--- src/rtl/ea_gen_pkg.sv ---
package ea_gen_pkg;

    // Mode field encodings
    localparam logic [1:0] MODE_NODISP = 2'b00;
    localparam logic [1:0] MODE_BYTE   = 2'b01;
    localparam logic [1:0] MODE_WORD   = 2'b10;
    localparam logic [1:0] MODE_REG    = 2'b11;

    // Register/memory code of the direct form when mode is 00
    localparam logic [2:0] RM_DIRECT = 3'b110;

    typedef enum logic [1:0] {
        BASE_NONE = 2'd0,
        BASE_BX   = 2'd1,
        BASE_BP   = 2'd2
    } base_sel_e;

    typedef enum logic [1:0] {
        IDX_NONE = 2'd0,
        IDX_SI   = 2'd1,
        IDX_DI   = 2'd2
    } idx_sel_e;

    // The value equals the number of displacement bytes consumed
    typedef enum logic [1:0] {
        DISP_NONE = 2'd0,
        DISP_BYTE = 2'd1,
        DISP_WORD = 2'd2
    } disp_kind_e;

    typedef struct packed {
        logic       reg_mode;
        logic       stack_seg;
        base_sel_e  base;
        idx_sel_e   idx;
        disp_kind_e disp;
    } addr_form_t;

endpackage

--- src/rtl/ea_mode_decode.sv ---
module ea_mode_decode
    import ea_gen_pkg::*;
(
    input  logic [1:0] mode_field,
    input  logic [2:0] rm_field,
    output addr_form_t form
);

    logic is_direct;

    always_comb begin
        is_direct     = (mode_field == MODE_NODISP) && (rm_field == RM_DIRECT);
        form.reg_mode = (mode_field == MODE_REG);

        // Base and index selection from the register/memory field
        unique case (rm_field)
            3'b000:  begin form.base = BASE_BX;   form.idx = IDX_SI;   end
            3'b001:  begin form.base = BASE_BX;   form.idx = IDX_DI;   end
            3'b010:  begin form.base = BASE_BP;   form.idx = IDX_SI;   end
            3'b011:  begin form.base = BASE_BP;   form.idx = IDX_DI;   end
            3'b100:  begin form.base = BASE_NONE; form.idx = IDX_SI;   end
            3'b101:  begin form.base = BASE_NONE; form.idx = IDX_DI;   end
            3'b110:  begin form.base = BASE_BP;   form.idx = IDX_NONE; end
            default: begin form.base = BASE_BX;   form.idx = IDX_NONE; end
        endcase

        // Displacement sizing by mode
        unique case (mode_field)
            MODE_BYTE: form.disp = DISP_BYTE;
            MODE_WORD: form.disp = DISP_WORD;
            default:   form.disp = DISP_NONE;
        endcase

        // Direct form: a bare two-byte address, no registers added
        if (is_direct) begin
            form.base = BASE_NONE;
            form.disp = DISP_WORD;
        end

        if (form.reg_mode) begin
            form.base = BASE_NONE;
            form.idx  = IDX_NONE;
        end

        form.stack_seg = (form.base == BASE_BP);
    end

endmodule

--- src/rtl/ea_offset_sum.sv ---
module ea_offset_sum
    import ea_gen_pkg::*;
#(
    parameter int OFS_W = 16
) (
    input  base_sel_e                base_sel,
    input  idx_sel_e                 idx_sel,
    input  disp_kind_e               disp_kind,
    input  logic [OFS_W-1:0]         bx_val,
    input  logic [OFS_W-1:0]         bp_val,
    input  logic [OFS_W-1:0]         si_val,
    input  logic [OFS_W-1:0]         di_val,
    input  logic [OFS_W/2-1:0]       disp_lo,
    input  logic [OFS_W/2-1:0]       disp_hi,
    output logic [OFS_W-1:0]         eff_addr
);

    localparam int BYTE_W = OFS_W / 2;
    localparam int EXT_W  = OFS_W - BYTE_W;

    logic [OFS_W-1:0] base_term;
    logic [OFS_W-1:0] idx_term;
    logic [OFS_W-1:0] disp_term;

    always_comb begin
        unique case (base_sel)
            BASE_BX: base_term = bx_val;
            BASE_BP: base_term = bp_val;
            default: base_term = '0;
        endcase

        unique case (idx_sel)
            IDX_SI:  idx_term = si_val;
            IDX_DI:  idx_term = di_val;
            default: idx_term = '0;
        endcase

        unique case (disp_kind)
            DISP_BYTE: disp_term = {{EXT_W{disp_lo[BYTE_W-1]}}, disp_lo};
            DISP_WORD: disp_term = {disp_hi, disp_lo};
            default:   disp_term = '0;
        endcase

        // Truncation to OFS_W bits gives the modulo wrap
        eff_addr = base_term + idx_term + disp_term;
    end

endmodule

--- src/rtl/ea_phys_form.sv ---
module ea_phys_form #(
    parameter int OFS_W     = 16,
    parameter int SEG_SHIFT = 4,
    localparam int PHYS_W   = OFS_W + SEG_SHIFT
) (
    input  logic [OFS_W-1:0]  seg_val,
    input  logic [OFS_W-1:0]  eff_addr,
    output logic [PHYS_W-1:0] phys_addr
);

    logic [PHYS_W-1:0] seg_base;
    logic [PHYS_W-1:0] ofs_ext;

    always_comb begin
        seg_base  = {seg_val, {SEG_SHIFT{1'b0}}};
        ofs_ext   = {{SEG_SHIFT{1'b0}}, eff_addr};
        phys_addr = seg_base + ofs_ext;
    end

endmodule

--- src/rtl/ea_gen_unit.sv ---
module ea_gen_unit
    import ea_gen_pkg::*;
#(
    parameter int OFS_W     = 16,
    parameter int SEG_SHIFT = 4,
    localparam int PHYS_W   = OFS_W + SEG_SHIFT,
    localparam int BYTE_W   = OFS_W / 2
) (
    input  logic              clk,
    input  logic              rst_n,
    input  logic              in_valid,
    input  logic [1:0]        mode_field,
    input  logic [2:0]        rm_field,
    input  logic [BYTE_W-1:0] disp_lo,
    input  logic [BYTE_W-1:0] disp_hi,
    input  logic [OFS_W-1:0]  bx_val,
    input  logic [OFS_W-1:0]  bp_val,
    input  logic [OFS_W-1:0]  si_val,
    input  logic [OFS_W-1:0]  di_val,
    input  logic [OFS_W-1:0]  data_seg,
    input  logic [OFS_W-1:0]  stack_seg,
    output logic              out_valid,
    output logic [OFS_W-1:0]  eff_addr,
    output logic [PHYS_W-1:0] phys_addr,
    output logic              reg_mode,
    output logic [1:0]        disp_len,
    output logic              used_stack
);

    typedef struct packed {
        logic              valid;
        logic [OFS_W-1:0]  ea;
        logic [PHYS_W-1:0] pa;
        logic              reg_mode;
        logic [1:0]        disp_len;
        logic              stack;
    } result_t;

    addr_form_t        form;
    logic [OFS_W-1:0]  ea_comb;
    logic [OFS_W-1:0]  seg_pick;
    logic [PHYS_W-1:0] pa_comb;
    result_t           res_d;
    result_t           res_q;

    ea_mode_decode u_decode (
        .mode_field (mode_field),
        .rm_field   (rm_field),
        .form       (form)
    );

    ea_offset_sum #(.OFS_W(OFS_W)) u_sum (
        .base_sel  (form.base),
        .idx_sel   (form.idx),
        .disp_kind (form.disp),
        .bx_val    (bx_val),
        .bp_val    (bp_val),
        .si_val    (si_val),
        .di_val    (di_val),
        .disp_lo   (disp_lo),
        .disp_hi   (disp_hi),
        .eff_addr  (ea_comb)
    );

    assign seg_pick = form.stack_seg ? stack_seg : data_seg;

    ea_phys_form #(.OFS_W(OFS_W), .SEG_SHIFT(SEG_SHIFT)) u_phys (
        .seg_val   (seg_pick),
        .eff_addr  (ea_comb),
        .phys_addr (pa_comb)
    );

    always_comb begin
        res_d       = res_q;
        res_d.valid = in_valid;
        if (in_valid) begin
            res_d.reg_mode = form.reg_mode;
            if (form.reg_mode) begin
                res_d.ea       = '0;
                res_d.pa       = '0;
                res_d.disp_len = 2'd0;
                res_d.stack    = 1'b0;
            end else begin
                res_d.ea       = ea_comb;
                res_d.pa       = pa_comb;
                res_d.disp_len = form.disp;
                res_d.stack    = form.stack_seg;
            end
        end
    end

    always_ff @(posedge clk) begin
        if (!rst_n) res_q <= '0;
        else        res_q <= res_d;
    end

    assign out_valid  = res_q.valid;
    assign eff_addr   = res_q.ea;
    assign phys_addr  = res_q.pa;
    assign reg_mode   = res_q.reg_mode;
    assign disp_len   = res_q.disp_len;
    assign used_stack = res_q.stack;


    valid_latency_chk: assert property (@(posedge clk) disable iff (!rst_n)
        out_valid == ($past(in_valid) && $past(rst_n)));


    hold_when_idle_chk: assert property (@(posedge clk) disable iff (!rst_n)
        ($past(rst_n) && !$past(in_valid)) |->
            ($stable(eff_addr) && $stable(phys_addr) && $stable(disp_len)));


    reg_mode_zero_chk: assert property (@(posedge clk) disable iff (!rst_n)
        (out_valid && reg_mode) |->
            (eff_addr == '0 && phys_addr == '0 && disp_len == 2'd0 && !used_stack));


    byte_disp_len_chk: assert property (@(posedge clk) disable iff (!rst_n)
        ($past(rst_n) && $past(in_valid) && $past(mode_field) == MODE_BYTE) |->
            (disp_len == 2'd1));


    direct_form_chk: assert property (@(posedge clk) disable iff (!rst_n)
        ($past(rst_n) && $past(in_valid) && $past(mode_field) == MODE_NODISP &&
         $past(rm_field) == RM_DIRECT) |->
            (eff_addr == {$past(disp_hi), $past(disp_lo)} && !used_stack && disp_len == 2'd2));


    disp_len_range_chk: assert property (@(posedge clk) disable iff (!rst_n)
        disp_len != 2'd3);

endmodule

--- config.mk ---
export PLATFORM = sky130hd
export DESIGN_NAME = ea_gen_unit
export DESIGN_NICKNAME = d
export VERILOG_FILES = /design/src/rtl/ea_gen_pkg.sv /design/src/rtl/ea_mode_decode.sv /design/src/rtl/ea_offset_sum.sv /design/src/rtl/ea_phys_form.sv /design/src/rtl/ea_gen_unit.sv
export SDC_FILE = /design/constraint.sdc
export NUM_CORES = 1
export LEC_CHECK = 0
export ABC_AREA = 0
export BUFFER_PORTS_ARGS = -buffer_cell sky130_fd_sc_hd__buf_2
export CORE_AREA = 2 2 89 91
export DETAILED_ROUTE_END_ITERATION = 10
export DIE_AREA = 0 0 91 93
export PLACE_DENSITY = 0.86
export SYNTH_ARGS = -nofsm -noshare
export SYNTH_HDL_FRONTEND = slang
export SYNTH_SLANG_ARGS = --single-unit
export TNS_END_PERCENT = 1
--- constraint.sdc ---
create_clock -name clk -period 11.3 [get_ports clk]
set_input_delay 1.13 -clock clk [delete_from_list [all_inputs] [get_ports clk]]
set_output_delay 1.13 -clock clk [all_outputs]
set_load 0.01 [all_outputs]
-- Word level (Yosys, flattened, before mapping)
Cells that the tools add are included.
- bits of input ports: 120
- output and inout port bits: 41
- register bits: 41
- reduce and logical (&&, ||, !) cells: 3
- add/subtract/negate cells: 3
- eq/ne operators: 15
- mux-type cells: 11
- operators by type and width (operator ; count):
    $pmux W16 S2 ; 3
    $mux W36 ; 1
    $add A16 B16 Y16 ; 2
    $pmux W4 S7 ; 1
    $add A20 B16 Y20 ; 1
    $mux W16 ; 1
    $eq A2 B2 Y1 const B ; 5
    $eq A3 B3 Y1 const B ; 3
    $eq A2 B1 Y1 const B ; 4
    $eq A3 B2 Y1 const B ; 2
    $mux W2 ; 2
    $mux W4 ; 1
    $pmux W2 S2 ; 1
    $eq A3 B1 Y1 const B ; 1
    $logic_not A3 Y1 ; 1
    $mux W3 ; 1
    $logic_not A2 Y1 ; 1
    $logic_and A1 B1 Y1 ; 1

-- Logic depth before layout (Yosys ltp)
- word-level depth: 10
- depth in mapped cells: 25
- mapped depth without buffers: 23

-- Modules after synthesis
A second synthesis with hierarchy kept.
- cells, all modules: 553
- area total of the unflattened synthesis: 4435.5 µm²
- by module, submodules not included (module ; seq. area each (µm²) ; times used ; area each (µm²) ; cells each):
    ea_offset_sum ; 0.0 ; 1 ; 1830.5 ; 250
    ea_gen_unit ; 820.8 ; 1 ; 1825.5 ; 197
    ea_phys_form ; 0.0 ; 1 ; 675.6 ; 90
    ea_mode_decode ; 0.0 ; 1 ; 103.8 ; 16

-- Worst setup path before layout
Ideal clock, no wire load.
- path kind: in2reg
- from: input port mode_field[0]
- to: register res_q (netlist bit phys_addr[17])
- stages: 24
- buffers on the path: 3
- setup time: 0.062 ns
- data arrival time: 6.042 ns
- slack: 5.196 ns
- cell sequence: nor2_1 > o21ai_0 > nand3_1 > inv_1 > ha_1 > buf_2 > buf_1 > buf_1 > a22oi_1 > nor2_1 > fa_1 > ha_1 > fa_1 > a211oi_1 > o21ai_0 > a21oi_1 > o211ai_1 > xor2_1 > ha_1 > o21ai_2 > o311ai_4 > nor2_2 > or4_1 > nand3_1
- longest elaborated chain between the ends: 10
- RTL lines (element ; line ; source):
    from (decl) ; ea_gen_unit.sv:12 ; input logic [1:0] mode_field,
    $logic_not A2 Y1 ; ea_mode_decode.sv:12 ; is_direct = (mode_field == MODE_NODISP) && (rm_field == RM_DIRECT);
    $logic_and A1 B1 Y1 ; ea_mode_decode.sv:12 ;
    $mux W2 ; ea_mode_decode.sv:35 ; if (is_direct) begin
    $mux W4 ; ea_mode_decode.sv:40 ; if (form.reg_mode) begin
    $eq A2 B2 Y1 or $eq A2 B1 Y1 (tied branches) ; ea_mode_decode.sv:45, ea_offset_sum.sv:26 ;
    $pmux W16 S2 ; ea_offset_sum.sv:26 ; unique case (base_sel)
    $add A16 B16 Y16 (2 in series) ; ea_offset_sum.sv:45 ; eff_addr = base_term + idx_term + disp_term;
    $add A20 B16 Y20 ; ea_phys_form.sv:17 ; phys_addr = seg_base + ofs_ext;
    $mux W36 (*) ; ea_gen_unit.sv:78 ; if (form.reg_mode) begin
    to (signal assigned) ; ea_gen_unit.sv:94 ; else res_q <= res_d;
    to (decl) ; ea_gen_unit.sv:44 ; result_t res_q;
Mark *: on every way between the ends. The rest lies on a longest branch, timed or not.
A chain may end at the register's enable or synchronous reset.

-- Worst setup path after layout
- from: input port mode_field[1]
- to: register res_q (netlist bit phys_addr[19])
Same word-level chain as after synthesis.

==> flow_summary_export.csv <==
group,metric,value,unit
yosys,syn_avg_cell_area,8.144,sq um
sta,maxSlewHeadroom,32.57,%
floorplan,die_w,91,um
critical_path,critical_path.reg2reg.endpoint,"phys_addr[17]",
route,detailroute.via_count,3990,
clock_tree,cts_made_buffers,5,
clock_tree,clk-insertion-delay-late,0.29,ns
global_routing,initial_antenna_violation_count,0,
clock_tree,clk_path_buf_depth,2,
placement,io_buffer_count,160,
route,detail-route-antenna-nets,0,
critical_path,worst-r2r-cell-count,3,
power,peakVddDrop,0.04641,mV
global_routing,overflow,0,
power,total_leakage_power,0.002403,uW
critical_path,worst-endpoint-required,11.48,ns
global_routing,grtUsageMet1,30.44,%
critical_path,worst_setup_path_start_kind,"input pin",
critical_path,cp_num_buf_inv,3,
yosys,syn-cell-area,3934,sq um
clock_tree,h-tree-depth,2,
global_routing,vias_in_the_first_global_route,3851,
yosys,ys_seq_elements,37,
yosys,synthMostInstantiatedCell,"inv_1",
clock_tree,clock_sink_count,37,
critical_path,worstPathMaxFanout,16,
placement,placement.cell_area,4755,sq um
clock_tree,postCtsHoldBufs,0,
sta,worst_slew_pin_slew,1.009,ns
cells_and_area,drive_above_1_share,34.82,%
yosys,post_synthesis_cell_type_with_the_largest_combined_area,"dfxtp_1",
run_status,status,"finished, final reports clean",
placement,gp_congestion,0.9093,
cells_and_area,antennaDiodeCount,0,
yosys,yosys.cell_types.count,52,
critical_path,worst-endpoint-arrival,6.32,ns
floorplan,initial_utilization,52.26,%
yosys,synth_async_sr_flop_share,0,%
yosys,postSynthNetCount,650,
placement,dpl_worst_slack,4.878,ns
cells_and_area,layout-area-overhead-vs-synth,23.06,%
sta,final-setup-viol-count,0,
min_path,holdCritPathClass,"reg -> reg",
sta,post-route-worst-setup-slack,5.156,ns
sta,finalCritPeriodShare,54.37,%
yosys,synth_largest_type_area_fraction,18.83,%
yosys,synth_top_flop_cell,"dfxtp_1",
critical_path,critical_path_depth,21,
sta,finalClockSkew,0,ns
yosys,synthesis.yosys.warnings,0,
placement,detailedPlacementHpwl,8976,um
global_routing,met3_usage,2.820,%
critical_path,critical_path_cell_list,"buf_2 -> nand2_1 -> nand3_1 -> inv_1 -> ha_1 -> a22oi_1 -> or2_2 -> fa_1 -> inv_1 -> ha_1 -> a211oi_1 -> o211ai_1 -> a41oi_1 -> xnor2_1 -> ha_1 -> a2111oi_2 -> o21a_4 -> o311ai_4 -> a21oi_2 -> mux2i_1 -> a211o_1",
floorplan,floorplan.die.height,93,um
critical_path,slowest_delay,0.50,ns
min_path,holdPathEnd,"phys_addr[16]",
sta,timing_limited_maximum_frequency,162.8,MHz
yosys,synth_top_cells_by_area,"dfxtp_1 19%, ha_1 9.5%, fa_1 8.7%, a22oi_1 6.1%, nor2b_1 4.6%",
floorplan,core_area,7527,sq um
floorplan,die_footprint,8463,sq um
clock_tree,tritoncts,"done",
power,power.density_cell_area,114.1,nW/um^2
route,dr.pass1.iters,5,
cells_and_area,layout.nets,793,
global_routing,m2_gr_usage,47.22,%
critical_path,launching_point_of_the_worst_reg2reg_path,"phys_addr[17]",
critical_path,cpMaxStageDelayCell,"fa_1",
sta,final.setup.tns,0,ns
cells_and_area,final_area,4841,sq um
route,drcViolationCount,0,
min_path,hold_path.startpoint,"phys_addr[16]",
yosys,ys_seq_area_share,18.83,%
sta,hold_slack,0.4530,ns
route,route.detailed.vias_per_inst,5.481,
yosys,synthCells,483,
clock_tree,postCtsSetupBuffers,0,
min_path,min_delay_path_depth,2,
route,avgRoutedWirePerCell,14.92,um
floorplan,ios,161,
sta,drv_slew,0,
clock_tree,root_buffer,"clkbuf_8",
yosys,synth-edff-count,0,
clock_tree,clkTransAtPathRegs,0.07,ns
critical_path,worstSetupPathType,"in -> reg",
global_routing,wire_length_of_the_first_global_routing_pass,17380,um
clock_tree,cts_resized,0,
critical_path,cp_common_cell,"ha_1",
floorplan,rows,32,
route,totalWireLength,10860,um
critical_path,critPathTopFamily,"compound AO/OA/AOI/OAI gates",
sta,grt_setup_unrepaired,"no",
global_routing,gr_util_all_layers,24.91,%
critical_path,ff2ff_setup_slack,10.42,ns
flow_run,timing.max_cap.violations,0,
sta,hold_viol_final,0,
global_routing,gr_busiest_metal,"met2",
route,dr.first_iter.drc_count,158,
global_routing,maximum_number_of_pins_on_one_net_before_global_route_repair,28,
critical_path,endpoint_kind,"flip-flop",
yosys,synth.top_cells.by_count,"47 x inv_1, 37 x dfxtp_1, 36 x a21oi_1",
sta,finalCriticalPeriod,6.144,ns
layout make-up:
cell class | count | area, sq um
clock buffers | 7 | 86.33
fillers | 669 | 2686
inverters | 47 | 176.4
multi-input cells | 373 | 2894
flip-flops and latches | 37 | 740.7
well taps | 102 | 127.6
repair buffers | 162 | 815.8
logic make-up (layout without fill, tap and decap cells):
group / count (synthesis) / count (layout) / share of synthesized area, %
simple gates: 134 / 134 / 18.07
flops: 37 / 37 / 18.83
fa+ha+maj: 47 / 47 / 18.19
xor+xnor: 24 / 24 / 5.694
compound gates: 151 / 151 / 26.88
buf+inv: 73 / 216 / 7.602
mux: 17 / 17 / 4.739
where the power goes:
group          internal, uW  switching, uW
Clock                  48.4           44.3
Sequential              147           8.26
Combinational           135            170
Total                   330            222
worst max path at each step:
stage,from,end
floorplan,mode_field[0],phys_addr[17]
global placement,mode_field[0],phys_addr[19]
global route,mode_field[0],phys_addr[19]
CTS,mode_field[1],phys_addr[19]
detailed placement,mode_field[1],phys_addr[19]
finish,mode_field[1],phys_addr[19]
worst register-to-register path, delay by kind of cell, from the launching register on:
kind	cells	cell delay, ns
AO/OA/AOI/OAI	2	0.34
flip-flops	1	0.32
AND/OR/NAND/NOR	1	0.09
layer usage:
layer,wire length (um),up-vias
met2,5512,180
met3,728,6
li1,-,1971
met5,0,-
met4,51,0
met1,4569,1833
registers in the layout, indices dropped and copies added (netlist names):
signal      count
used_stack      1
reg_mode        1
eff_addr       16
out_valid       1
phys_addr      16
disp_len        2
cell usage in the layout, fill, tap and decap left out, drive strengths merged, types with 4 or more instances in the layout:
| master | n |
|---|---|
| clkbuf | 7 |
| nor3 | 4 |
| o21bai | 5 |
| a21oi | 37 |
| ha | 30 |
| o21a | 5 |
| o22ai | 8 |
| a211oi | 6 |
| o21ai | 20 |
| nor2b | 29 |
| fa | 17 |
| nand2 | 28 |
| mux2i | 4 |
| nand3 | 8 |
| xnor2 | 14 |
| or2 | 28 |
| a22o | 6 |
| inv | 47 |
| dfxtp | 37 |
| nor2 | 19 |
| a21o | 10 |
| a22oi | 32 |
| mux2 | 13 |
| xor2 | 9 |
| buf | 162 |
| o31ai | 5 |
| and2 | 13 |
through the flow:
| step | util [%] | std cells | total power (uW) |
|---|---|---|---|
| final | 64.31 | 728 | 552.3 |
| after global routing | 64.31 | 728 | 590.3 |
| after CTS | 64.31 | 728 | 549.0 |
| after detailed placement | 63.16 | 721 | 456.1 |
| after global placement | 63.16 | 721 | 445.6 |
| after floorplan | - | 483 | 374.2 |
No activity file was read; power rests on OpenSTA's default activity.
